===== config.mk =====
export PLATFORM = sky130hd
export DESIGN_NAME = pla_array
export DESIGN_NICKNAME = d
export VERILOG_FILES = /design/src/rtl/pla_pkg.sv /design/src/rtl/pla_cfg_shift.sv /design/src/rtl/pla_and_plane.sv /design/src/rtl/pla_or_plane.sv /design/src/rtl/pla_macrocell.sv /design/src/rtl/pla_array.sv
export SDC_FILE = /design/constraint.sdc
export NUM_CORES = 1
export LEC_CHECK = 0
export ABC_CLOCK_PERIOD_IN_PS = 10900
export BUFFER_PORTS_ARGS = -buffer_cell sky130_fd_sc_hd__buf_2
export CORE_ASPECT_RATIO = 0.9
export CORE_MARGIN = 2
export CORE_UTILIZATION = 55
export CTS_CLUSTER_DIAMETER = 100
export CTS_CLUSTER_SIZE = 25
export DETAILED_ROUTE_END_ITERATION = 8
export GPL_ROUTABILITY_DRIVEN = 1
export PLACE_DENSITY = 0.73
export SLEW_MARGIN = 40
export SYNTH_ARGS = -nofsm -noshare
export SYNTH_HDL_FRONTEND = slang
export SYNTH_SLANG_ARGS = --single-unit

===== constraint.sdc =====
create_clock -name clk -period 10.9 [get_ports clk]
set_input_delay 1.635 -clock clk [delete_from_list [all_inputs] [get_ports clk]]
set_output_delay 1.635 -clock clk [all_outputs]
set_load 0.02 [all_outputs]

===== src/rtl/pla_pkg.sv =====
package pla_pkg;

  typedef enum logic [1:0] {
    LIT_NONE = 2'b00,
    LIT_TRUE = 2'b01,
    LIT_COMP = 2'b10,
    LIT_KILL = 2'b11
  } lit_e;

  typedef struct packed {
    logic en;
    logic sel;
  } mc_cfg_t;

  function automatic logic lit_pass(input lit_e code, input logic val);
    case (code)
      LIT_NONE: return 1'b1;
      LIT_TRUE: return val;
      LIT_COMP: return ~val;
      default:  return 1'b0;
    endcase
  endfunction

endpackage


===== src/rtl/pla_cfg_shift.sv =====
module pla_cfg_shift #(
  parameter int W = 98
) (
  input  logic         clk,
  input  logic         rst,
  input  logic         cfg_load,
  input  logic         cfg_data,
  output logic [W-1:0] shadow,
  output logic [W-1:0] active,
  output logic         load_q
);

  logic [W-1:0] shadow_q = '0;
  logic [W-1:0] active_q = '0;
  logic         load_r   = 1'b0;

  always_ff @(posedge clk) begin
    if (rst) load_r <= 1'b0;
    else     load_r <= cfg_load;
  end

  always_ff @(posedge clk) begin
    if (cfg_load) shadow_q <= {shadow_q[W-2:0], cfg_data};
  end

  always_ff @(posedge clk) begin
    if (!rst && load_r && !cfg_load) active_q <= shadow_q;
  end

  assign shadow = shadow_q;
  assign active = active_q;
  assign load_q = load_r;

endmodule


===== src/rtl/pla_and_plane.sv =====
module pla_and_plane
  import pla_pkg::*;
#(
  parameter int N_VAR = 7,
  parameter int N_PT  = 5,
  localparam int CW   = 2 * N_VAR * N_PT
) (
  input  logic [CW-1:0]    and_cfg,
  input  logic [N_VAR-1:0] vars,
  output logic [N_PT-1:0]  prod
);

  for (genvar p = 0; p < N_PT; p++) begin : g_pt
    logic [N_VAR-1:0] pass;
    for (genvar v = 0; v < N_VAR; v++) begin : g_var
      lit_e code;
      assign code    = lit_e'(and_cfg[2*(p*N_VAR+v) +: 2]);
      assign pass[v] = lit_pass(code, vars[v]);
    end
    assign prod[p] = &pass;
  end

endmodule


===== src/rtl/pla_or_plane.sv =====
module pla_or_plane #(
  parameter int N_PT  = 5,
  parameter int N_OUT = 4,
  localparam int CW   = N_PT * N_OUT
) (
  input  logic [CW-1:0]    or_cfg,
  input  logic [N_PT-1:0]  prod,
  output logic [N_OUT-1:0] sum
);

  for (genvar o = 0; o < N_OUT; o++) begin : g_out
    logic [N_PT-1:0] hit;
    assign hit    = prod & or_cfg[o*N_PT +: N_PT];
    assign sum[o] = |hit;
  end

endmodule


===== src/rtl/pla_macrocell.sv =====
module pla_macrocell
  import pla_pkg::*;
(
  input  logic    clk,
  input  logic    rst,
  input  logic    sum,
  input  mc_cfg_t cfg,
  output logic    q,
  output logic    pin,
  output logic    oe
);

  logic q_r;

  always_ff @(posedge clk) begin
    if (rst) q_r <= 1'b0;
    else     q_r <= sum;
  end

  logic pick;
  assign pick = cfg.sel ? q_r : sum;
  assign pin  = cfg.en & pick;
  assign oe   = cfg.en;
  assign q    = q_r;

endmodule


===== src/rtl/pla_array.sv =====
module pla_array
  import pla_pkg::*;
#(
  parameter int N_IN  = 3,
  parameter int N_PT  = 5,
  parameter int N_OUT = 4
) (
  input  logic             clk,
  input  logic             rst,
  input  logic [N_IN-1:0]  din,
  input  logic             cfg_load,
  input  logic             cfg_data,
  output logic [N_OUT-1:0] dout,
  output logic [N_OUT-1:0] dout_oe
);

  localparam int N_VAR  = N_IN + N_OUT;
  localparam int AND_W  = 2 * N_VAR * N_PT;
  localparam int OR_W   = N_PT * N_OUT;
  localparam int MC_W   = 2 * N_OUT;
  localparam int OR_OFF = AND_W;
  localparam int MC_OFF = AND_W + OR_W;
  localparam int CFG_W  = AND_W + OR_W + MC_W;

  logic [CFG_W-1:0] cfg_shadow;
  logic [CFG_W-1:0] cfg_act;
  logic             load_q;
  logic [N_VAR-1:0] vars;
  logic [N_PT-1:0]  prod;
  logic [N_OUT-1:0] sum;
  logic [N_OUT-1:0] fb_q;

  pla_cfg_shift #(.W(CFG_W)) u_cfg (
    .clk      (clk),
    .rst      (rst),
    .cfg_load (cfg_load),
    .cfg_data (cfg_data),
    .shadow   (cfg_shadow),
    .active   (cfg_act),
    .load_q   (load_q)
  );

  assign vars = {fb_q, din};

  pla_and_plane #(.N_VAR(N_VAR), .N_PT(N_PT)) u_and (
    .and_cfg (cfg_act[0 +: AND_W]),
    .vars    (vars),
    .prod    (prod)
  );

  pla_or_plane #(.N_PT(N_PT), .N_OUT(N_OUT)) u_or (
    .or_cfg (cfg_act[OR_OFF +: OR_W]),
    .prod   (prod),
    .sum    (sum)
  );

  for (genvar o = 0; o < N_OUT; o++) begin : g_mc
    mc_cfg_t mcfg;
    assign mcfg = mc_cfg_t'(cfg_act[MC_OFF + 2*o +: 2]);
    pla_macrocell u_mc (
      .clk (clk),
      .rst (rst),
      .sum (sum[o]),
      .cfg (mcfg),
      .q   (fb_q[o]),
      .pin (dout[o]),
      .oe  (dout_oe[o])
    );
  end

endmodule


# Word level (Yosys, flattened, before mapping)
# Index checks and enable logic that the tools add are counted.
# W data, S select, Z words.
# classes
n_eq_ne	70
muxes	39
bitwise	15
reduce_logical	48
# ops
operator	count
$pmux W1 S3	35
$eq A2 B1 Y1 const B	35
$eq A2 B2 Y1 const B	35
$logic_not A2 Y1	35
$reduce_and A7 Y1	5
$and A5 B5 Y5	4
$reduce_or A5 Y1	4
$not A1 Y1	7
$and A1 B1 Y1	4
$mux W1	4
$logic_and A1 B1 Y1	2
$logic_not A1 Y1	2
# word_totals
ff_bits	201

# Depth between registers and ports, before layout
# Gate-level depths: netlist of run 1.
# logic_depth
depth_word	7
mapped_depth	7
depth_no_buf	5

# Cells and area by module
# From an unflattened synthesis of run 1, not the netlist that was laid out.
# unflattened
cells_unflattened	288
area_unflattened_um2	6691.4
# modules_own_cells
mod	n_inst	cells_each	area_each_um2
pla_cfg_shift	1	199	5924.4
pla_and_plane	1	57	481.7
pla_macrocell	4	5	50.0
pla_or_plane	1	12	85.1

# Worst setup path before layout of run 1
# No wires, ideal clock.
# synth_timing
path_kind	input port to flip-flop
from	in rst
to	reg u_cfg.active_q[0], in the netlist u_cfg.active[0], enable pin
setup_time_ns	0.697
arrival_ns	8.780
slack_ns	1.423
cell_stages	1
path_buffers	0
path_cell_list	nor3b_1
# synth_via
elab_chain_len	3
# synth_lines
item	line_no	source
from (decl)	pla_array.sv:9	input logic rst,
$logic_not A1 Y1	pla_cfg_shift.sv:27	if (!rst && load_r && !cfg_load) active_q <= shadow_q;
$logic_and A1 B1 Y1 (2 in series)	pla_cfg_shift.sv:27	
to (signal assigned)	pla_cfg_shift.sv:27	
to (decl)	pla_cfg_shift.sv:14	logic [W-1:0] active_q = '0;
# Every way passes these cells.
# A chain may end at the register's enable or synchronous reset.

# Worst setup path in the final report of run 1
# layout_timing
from	in din[0]
to	out dout[3]
# layout_via
elab_chain_len	7
# layout_lines
item	line_no	source
from (decl)	pla_array.sv:10	input logic [N_IN-1:0] din,
$not A1 Y1	pla_pkg.sv:19	LIT_COMP: return ~val;
$pmux W1 S3	pla_pkg.sv:16	case (code)
$reduce_and A7 Y1	pla_and_plane.sv:20	assign prod[p] = &pass;
$and A5 B5 Y5 (*)	pla_or_plane.sv:13	assign hit = prod & or_cfg[o*N_PT +: N_PT];
$reduce_or A5 Y1 (*)	pla_or_plane.sv:14	assign sum[o] = |hit;
$mux W1 (*)	pla_macrocell.sv:21	assign pick = cfg.sel ? q_r : sum;
$and A1 B1 Y1 (*)	pla_macrocell.sv:22	assign pin = cfg.en & pick;
to (decl)	pla_array.sv:13	output logic [N_OUT-1:0] dout,
# Mark *: on every way between the ends. The rest lies on a longest branch, timed or not.

==> results of run 1 <==
==> cell usage in the layout, fill, tap and decap left out, types with 2 or more instances in the layout <==
master,n
edfxtp_1,196
mux2i_1,35
nand2_1,17
clkbuf_16,13
buf_2,13
a21oi_1,8
dfxtp_1,5
inv_1,4
nor3_1,4
o21ai_0,4
a31oi_1,4
clkbuf_1,4
nor4_1,3
nand4_1,3
diode_2,2
nand3_1,2
a222oi_1,2
buf_4,2
==> per-layer routing <==
layer | wire, um | track usage, % | up-vias
met5 | 0 | 0 | -
met4 | 200 | 4.90 | 0
met3 | 594 | 3.89 | 16
met2 | 4840 | 25.5 | 63
met1 | 4780 | 24.1 | 1388
li1 | - | - | 1240
==> state kept, by name, indices dropped and copies added, names as in the netlist <==
signal,cells
g_mc.u_mc.q,4
u_cfg.shadow,98
u_cfg.load_q,1
u_cfg.active,98
==> cell families (layout without fill, tap and decap cells) <==
family / Yosys count / count (layout) / share of synthesized area (%)
flip-flops: 201 / 201 / 88.2
buffers and inverters: 19 / 38 / 1.99
other: 0 / 2 / 0
AND/OR/NAND/NOR: 35 / 35 / 2.91
AO/OA/AOI/OAI: 20 / 20 / 1.79
multiplexers: 35 / 35 / 5.16
==> layout make-up <==
class | count | area [sq um] | area share (%)
Tap cell | 160 | 200 | 2.72
Timing Repair Buffer | 16 | 91.3 | 1.24
Clock inverter | 1 | 30.0 | 0.409
Multi-Input combinational cell | 90 | 681 | 9.26
Clock buffer | 17 | 340 | 4.63
Sequential cell | 201 | 5990 | 81.5
Inverter | 4 | 15.0 | 0.204
Antenna cell | 2 | 5.00 | 0.0681
==> worst paths after layout <==
check	startpoint	cells after the start	slack, ps	end
max	din[0]	7	5880	dout[3]
min	u_cfg.shadow[40]$_DFFE_PP_	0	440	u_cfg.active[40]$_DFFE_PP_
max reg2reg	g_mc[3].u_mc.q$_SDFF_PP0_	5	8720	g_mc[2].u_mc.q$_SDFF_PP0_
min reg2reg	u_cfg.shadow[40]$_DFFE_PP_	0	440	u_cfg.active[40]$_DFFE_PP_
==> Yosys cell counts <==
cell type / number / share of area [%]
a211oi_1: 1 / 0.11
a21oi_1: 8 / 0.59
a221oi_1: 1 / 0.13
a222oi_1: 2 / 0.29
a31oi_1: 4 / 0.37
buf_2: 3 / 0.22
buf_4: 8 / 0.88
buf_6: 4 / 0.66
dfxtp_1: 5 / 1.5
edfxtp_1: 196 / 87
inv_1: 4 / 0.22
mux2i_1: 35 / 5.2
nand2_1: 17 / 0.94
nand3_1: 2 / 0.15
nand4_1: 3 / 0.28
nor2_1: 1 / 0.055
nor2b_1: 1 / 0.092
nor3_1: 4 / 0.29
nor3_2: 1 / 0.15
nor3b_1: 1 / 0.11
nor4_1: 3 / 0.28
nor4b_2: 1 / 0.22
nor4b_4: 1 / 0.35
o21ai_0: 4 / 0.29
==> critical path, stage by stage <==
cell and delay (ps):
buf_2 200, mux2i_1 210, nand2_1 70, nor3_1 660
a222oi_1 210, a31oi_1 210, buf_2 190
==> metrics by stage <==
| stage | utilization, % | instance area, sq um |
|---|---|---|
| final | 61.1 | 7350 |
| after global routing | 61.0 | 7340 |
| after CTS | 61.0 | 7340 |
| after detailed placement | 58.0 | 6970 |
| after global placement | 57.9 | 6960 |
| after floorplan | - | 6790 |
==> power by group <==
| group | switching [uW] | internal, uW |
|---|---|---|
| registers | 11.4 | 875 |
| logic | 15.5 | 3.94 |
| clock network | 233 | 224 |
==> impl_results.md, run 1 <==
* Outcome: finished, final reports clean
* Worst path required time at 9270 ps
* Synth Cell Area at slightly below 7000 sq um
* Pre-CTS worst setup slack at about 5900 ps
* Worst slew pin tran at between 800 and 900 ps
* Wire per inst at 21.2 um
* Cts hold-fix bufs at 0
* Vias in the first global route at roughly 2800
* Final ANT Viol Nets at 0
* Critical path data arrival time at about 3400 ps
* Post-synth net total at around 320
* WHS at about 440 ps
* Pwr Total at approximately 1400 uW
* YS warnings at 0
* Y dimension of the die at between 100 and 150 um
* Initial antenna violation count at 1
* Die Area at 13300 sq um
* Die Wd at ~120 um
* Pwr Density at 185 nW/um^2
* Via count at 2707
* Worst Path Max Fanout at 5
* Max-Cap Viols at 0
* Setup TNS at 0 ps
* Port Buffers at 14
* Post-CTS Resized at 0
* Fmax at roughly 0.20 GHz
* Critical path class: input pin to primary output
* Final setup margin at approximately 5900 ps
* Final Non-Filler Cells at 491
* Clk buf depth at 3
* Fillers at 843
* First-pass GRT wire length at between 15000 and 20000 um
* Number of vias per cell at 5.51
* H-tree Lvls at 1
* Routed Wire Length at roughly 10000 um
* Leak pwr at 0.00237 uW
* Num ports at 15
* Sequential-to-total area share from yosys stat at between 80% and 90%
* Worst hold path class: flip-flop to flip-flop
* Placed Cells at between 400 and 500
* Mapped Cells at 310
* Clock Tree Root: clkbuf_16
* First-pass iteration count of the detailed router at 5
* Layout cells sized above 1 at between 10% and 20%
* Setup violators final at 0
* Final min period at about 5000 ps
* Number of remaining DRC errors at 0
* Period utilization at 46.0%
* Skew final at ~21 ps
* Nets at 332
* Clk Latency, worst-skew pair at 450 ps
* RePlAce Congestion at approximately 0.76
* Post-DP HPWL at between 6000 and 7000 um
* Sink Count at 201
* CTS tree: yes
* VDD IR-drop max at roughly 0.12 mV
* Initial core utilization at between 50% and 60%
* Yosys reg bits at approximately 200
* Fin. max-slew vios at 0
* Yosys cell types at 24
* Slew HR at 45.8%
* Fin. Hold Viols at 0
* Area Growth Syn to Fin at 8.22%
* Largest net degree at the start of global routing at 86
* Drt initial violations at about 320
* Postcts setup bufs at 0
* CTS buffer count at 12
* Total Routing Usage GR at about 17%
* Worst-path clk slew at approximately 90 ps
* CP Capture Type: primary output
* Syn Area/Cell at about 22 sq um
* Core area at 12000 sq um
* Gr ovfl total at 0
* Rows at 38
* RSZ-0062 raised after global routing: no
* Critical Path Start Type: input pin
(Power assumes the default switching activity.)
==> run 2, diff against run 1 <==
--- a/config.mk
+++ b/config.mk
@@ -5,7 +5,7 @@
 export SDC_FILE = /design/constraint.sdc
 export NUM_CORES = 1
 export LEC_CHECK = 0
-export ABC_CLOCK_PERIOD_IN_PS = 10900
+export ABC_CLOCK_PERIOD_IN_PS = 4110
 export BUFFER_PORTS_ARGS = -buffer_cell sky130_fd_sc_hd__buf_2
 export CORE_ASPECT_RATIO = 0.9
 export CORE_MARGIN = 2
@@ -14,7 +14,7 @@
 export CTS_CLUSTER_SIZE = 25
 export DETAILED_ROUTE_END_ITERATION = 8
 export GPL_ROUTABILITY_DRIVEN = 1
-export PLACE_DENSITY = 0.73
+export PLACE_DENSITY = 0.76
 export SLEW_MARGIN = 40
 export SYNTH_ARGS = -nofsm -noshare
 export SYNTH_HDL_FRONTEND = slang
==> constraint.sdc (replaced) <==
create_clock -name clk -period 4.11 [get_ports clk]
set_input_delay 0.6165 -clock clk [delete_from_list [all_inputs] [get_ports clk]]
set_output_delay 0.6165 -clock clk [all_outputs]
set_load 0.02 [all_outputs]
==> run 2 against run 1 <==
Critical path depth fell by 1. Count of clock-buffer cells in the layout unchanged. Highest routed layer unchanged. Largest cell class unchanged. Final cell count shrank 0.41%. Critical endpoint unchanged. Wire length is 1.8% lower. Sequential share of layout area shrank 0.14 points. Design area up 0.17%. Sequential power grew to 2.7 times the previous value.
==> impl_results.md, run 2 (synthesized netlist as in run 1, its figures left out) <==
* Critical path data arrival time at approximately 2700 ps
* RSZ-0062 raised after global routing: no
* Clk Latency, worst-skew pair at 460 ps
* Slowest CP cell: dfxtp_1
* Cts hold-fix bufs at 0
* Flip-flop and latch area at about 6000 sq um
* Routed Wire Length at just over 10000 um
* H-tree Lvls at 1
* Gr ovfl total at 0
* Fmax at 0.302 GHz
* Most frequent cells in the layout: 196 x edfxtp_1, 35 x mux2i_1, 17 x nand2_1
* Final ANT Viol Nets at 0
* Crit-path cells: mux2i_1 > nand2_1 > nor4b_2 > a222oi_1 > a31oi_1 > buf_2
* Y dimension of the die at 109 um
* Clk buf depth at 3
* Die Area at approximately 13000 sq um
* Clock Tree Root: clkbuf_16
* Pwr Density at a little under 500 nW/um^2
* Layout cells sized above 1 at around a tenth
* Initial core utilization at a little under three fifths
* Postcts setup bufs at 0
* Most common cell after layout, fill and taps aside: edfxtp_1
* Initial antenna violation count at 0
* CP Capture Type: primary output
* Fin. max-slew vios at 0
* Via count at about 2800
* Worst-path clk slew at about 90 ps
* Critical path class: flip-flop to primary output
* Period utilization at between 80% and 90%
* Num ports at 15
* Setup violators final at 0
* Fin. Hold Viols at 0
* Slew HR at approximately 54%
* Final setup margin at 801 ps
* Ant diodes at 0
* Number of remaining DRC errors at 0
* Worst Path Max Fanout at 6
* Worst slew pin tran at just under 700 ps
* VDD IR-drop max at approximately 0.49 mV
* First-pass iteration count of the detailed router at 5
* Critical Path Start Type: flip-flop
* Wire per inst at about 21 um
* RePlAce Congestion at ~0.77
* Worst path required time at ~3500 ps
* CTS buffer count at 12
* Multi-input logic area at slightly below 700 sq um
* Drt initial violations at between 300 and 400
* Area Growth Syn to Fin at 8.40%
* Skew final at 25.6 ps
* Port Buffers at 14
* First-pass GRT wire length at roughly 15000 um
* Total Routing Usage GR at approximately 16%
* Core area at around 12000 sq um
* Leak pwr at about 0.0024 uW
* Number of vias per cell at approximately 5.6
* Worst hold path class: input pin to flip-flop
* Post-DP HPWL at 6290 um
* CTS tree: yes
* Vias in the first global route at 2752
* Largest net degree at the start of global routing at 91
* Fillers at 826
* Rows at 38
* Max-Cap Viols at 0
* Die Wd at ~120 um
* Post-CTS Resized at 0
* Pre-CTS worst setup slack at 1050 ps
* Nets at ~330
* Outcome: finished, final reports clean
* Setup TNS at 0 ps
* Sink Count at 201
* Final min period at 3310 ps
* CP peak stage delay at 660 ps
run 2: cell types whose count changed in the layout (fill, tap and decap cells not counted):
cell     delta
nor3_2      +1
buf_4       -1
buf_12      +1
nor3_1      -1
diode_2     -2
run 2: cell type report:
| type | count | share of cell area, % |
|---|---|---|
| Timing Repair Buffer | 16 | 1.41 |
| Tap cell | 160 | 2.72 |
| Clock buffer | 17 | 4.62 |
| Multi-Input combinational cell | 90 | 9.31 |
| Inverter | 4 | 0.204 |
| Sequential cell | 201 | 81.3 |
| Clock inverter | 1 | 0.408 |
run 2: per-layer routing:
layer  track usage [%]  part of all wire [%]  vias to the layer above
li1                  -                     -                     1238
met1              22.9                    44                     1406
met2              24.8                    47                       99
met3              3.84                   7.6                       15
met4              4.73                   1.9                        0
met5                 0                     0                        -
run 2: per-stage QoR:
step | hold WS (ps) | cells | utilization [%] | power, uW | area [sq um]
floorplan | 400 | 310 | - | 2410 | 6800
global placement | 411 | 471 | 58.0 | 2440 | 6980
detailed placement | 429 | 471 | 58.1 | 2450 | 6990
CTS | 323 | 489 | 61.2 | 3630 | 7360
global route | 335 | 489 | 61.2 | 3710 | 7360
finish | 333 | 489 | 61.2 | 3610 | 7360
run 2: critical path: cells and delay by family, from the launching register on:
kind            cells  cell delay [ps]
simple gates        2              630
mux                 1              330
flops               1              660
compound gates      2              420
buf+inv             1              180
run 2: final timing paths:
check / startpoint / to / slack [ps] / cells after the start
hold reg to reg: u_cfg.shadow[45]$_DFFE_PP_ / u_cfg.active[45]$_DFFE_PP_ / 430 / 0
setup / recovery: g_mc[0].u_mc.q$_SDFF_PP0_ / dout[3] / 800 / 6
hold / removal: cfg_data / u_cfg.shadow[0]$_DFFE_PP_ / 330 / 1
setup reg to reg: g_mc[0].u_mc.q$_SDFF_PP0_ / g_mc[3].u_mc.q$_SDFF_PP0_ / 2030 / 5
run 2: power by group:
part | internal (uW) | total, uW | switching [uW]
logic | 11.3 | 52.4 | 41.1
clock network | 595 | 1210 | 616
registers | 2320 | 2350 | 29.4
==> run 3, diff against run 2 <==
--- a/config.mk
+++ b/config.mk
@@ -5,7 +5,7 @@
 export SDC_FILE = /design/constraint.sdc
 export NUM_CORES = 1
 export LEC_CHECK = 0
-export ABC_CLOCK_PERIOD_IN_PS = 4110
+export ABC_CLOCK_PERIOD_IN_PS = 3300
 export BUFFER_PORTS_ARGS = -buffer_cell sky130_fd_sc_hd__buf_2
 export CORE_ASPECT_RATIO = 0.9
 export CORE_MARGIN = 2
@@ -14,7 +14,7 @@
 export CTS_CLUSTER_SIZE = 25
 export DETAILED_ROUTE_END_ITERATION = 8
 export GPL_ROUTABILITY_DRIVEN = 1
-export PLACE_DENSITY = 0.76
+export PLACE_DENSITY = 0.73
 export SLEW_MARGIN = 40
 export SYNTH_ARGS = -nofsm -noshare
 export SYNTH_HDL_FRONTEND = slang
==> constraint.sdc (replaced) <==
create_clock -name clk -period 3.3 [get_ports clk]
set_input_delay 0.495 -clock clk [delete_from_list [all_inputs] [get_ports clk]]
set_output_delay 0.495 -clock clk [all_outputs]
set_load 0.02 [all_outputs]
==> run 3 against run 2 <==
Register-to-register slack got worse by 660 ps. Sequential share of layout area fell by 0.49 points. Final cell count up 1.2%. First-iteration DRC count is 8.6% higher. Worst setup slack worse by 540 ps. Critical path depth stayed put. Clock skew increased by 4.2 ps. Utilization increased by 0.37 points. Critical endpoint is now dout[0]. Sequential power rose by 25%. Clock power up 24%. Count of clock-buffer cells in the layout is 1 higher. Wire length up 0.47%.
==> impl_results.md, run 3 (synthesized netlist as in run 1, its figures left out) <==
* Outcome: finished, final reports clean
* Core area at approximately 12000 sq um
* CTS tree: yes
* Die Area at 13300 sq um
* Pwr Density at approximately 610 nW/um^2
* Largest net degree at the start of global routing at between 50 and 60
* Sink Count at between 200 and 250
* Drt initial violations at just under 400
* RePlAce Congestion at 0.789
* Setup TNS at 0 ps
* Critical path class: flip-flop to primary output
* Cts hold-fix bufs at 0
* First-pass GRT wire length at around 16000 um
* VDD IR-drop max at approximately 0.55 mV
* Wire per inst at between 20 and 25 um
* Critical path data arrival time at about 2500 ps
* Worst path required time at ~2800 ps
* Initial core utilization at a little under three fifths
* Clk buf depth at 3
* Gr ovfl total at 0
* First-pass iteration count of the detailed router at 7
* Fillers at 800
* Num ports at 15
* Period utilization at 92.1%
* Most frequent cells in the layout: 196 x edfxtp_1, 35 x mux2i_1, 17 x nand2_1
* Pre-CTS worst setup slack at slightly above 700 ps
* Rows at 38
* Post-DP HPWL at about 6600 um
* Clk Latency, worst-skew pair at 450 ps
* Total Routing Usage GR at between 10% and 20%
* Fmax at between 0.3 and 0.4 GHz
* Final ANT Viol Nets at 0
* Nets at between 300 and 400
* Area Growth Syn to Fin at 9.07%
* Leak pwr at approximately 0.0024 uW
* Worst-path clk slew at 90 ps
* Die Wd at 121 um
* Fin. Hold Viols at 0
* Routed Wire Length at 10300 um
* Ant diodes at 0
* Setup violators final at 0
* Most common cell after layout, fill and taps aside: edfxtp_1
* Critical Path Start Type: flip-flop
* Post-CTS Resized at 0
* RSZ-0062 raised after global routing: no
* Postcts setup bufs at 0
* Y dimension of the die at approximately 110 um
* Worst slew pin tran at 567 ps
* Worst hold path class: input pin to flip-flop
* Final setup margin at ~260 ps
* Slew HR at roughly three fifths
* Number of vias per cell at roughly 5.6
* Port Buffers at 14
* Clock Tree Root: clkbuf_16
* Via count at between 2000 and 3000
* CTS buffer count at 12
* Fin. max-slew vios at 0
* H-tree Lvls at 1
* Vias in the first global route at 2776
* Worst Path Max Fanout at 6
* Skew final at approximately 30 ps
* Max-Cap Viols at 0
* Final min period at between 3000 and 4000 ps
* Initial antenna violation count at 1
* Layout cells sized above 1 at a little under an eighth
* Number of remaining DRC errors at 0
* CP Capture Type: primary output
[run 3: path summary, 6_finish.rpt]
path                            cells past startpoint  slack, ps                       start                          to
worst max register to register                      5       1370   g_mc[1].u_mc.q$_SDFF_PP0_   g_mc[0].u_mc.q$_SDFF_PP0_
worst min-delay path                                1        220                    cfg_data   u_cfg.shadow[0]$_DFFE_PP_
worst max-delay path                                6        260   g_mc[1].u_mc.q$_SDFF_PP0_                     dout[0]
worst min register to register                      0        430  u_cfg.shadow[97]$_DFFE_PP_  u_cfg.active[97]$_DFFE_PP_
[run 3: metal layers]
metal  share of wire, %  vias up  track usage (%)
met3                6.3       10             2.96
met2                 47       93             24.8
li1                   -     1249                -
met1                 46     1407             24.9
met4                1.5        0             3.82
met5                  0        -                0
[run 3: report_power, final]
part           internal (uW)  switching, uW
Combinational           16.1           53.2
Clock                    745            758
Sequential              2890           36.0
Total                   3650            848
[run 3: metrics by stage]
stage	total power, uW	instances	utilization (%)	hold WS, ps	instance area, sq um
2_1_floorplan	3000	310	-	400	6800
3_3_place_gp	3050	476	58.5	410	7030
3_5_place_dp	3050	476	58.5	415	7030
4_1_cts	4540	495	61.6	213	7410
5_1_grt	4640	495	61.6	205	7410
6_report	4500	495	61.6	220	7410
[run 3: area by class of cell]
cell class	instances	area, sq um	area share (%)
well taps	160	200	2.70
clock buffers	18	344	4.65
inverters	4	15.0	0.203
repair buffers	21	150	2.03
clock inverters	1	30.0	0.405
multi-input cells	90	681	9.19
flip-flops and latches	201	5990	80.8
[run 3: worst max-delay path, cell delays in order, from the launching register on]
cell	delay, ps
dfxtp_1	680
mux2i_1	290
nand2_1	130
nor4_1	460
a221oi_1	120
a31oi_1	210
buf_2	190
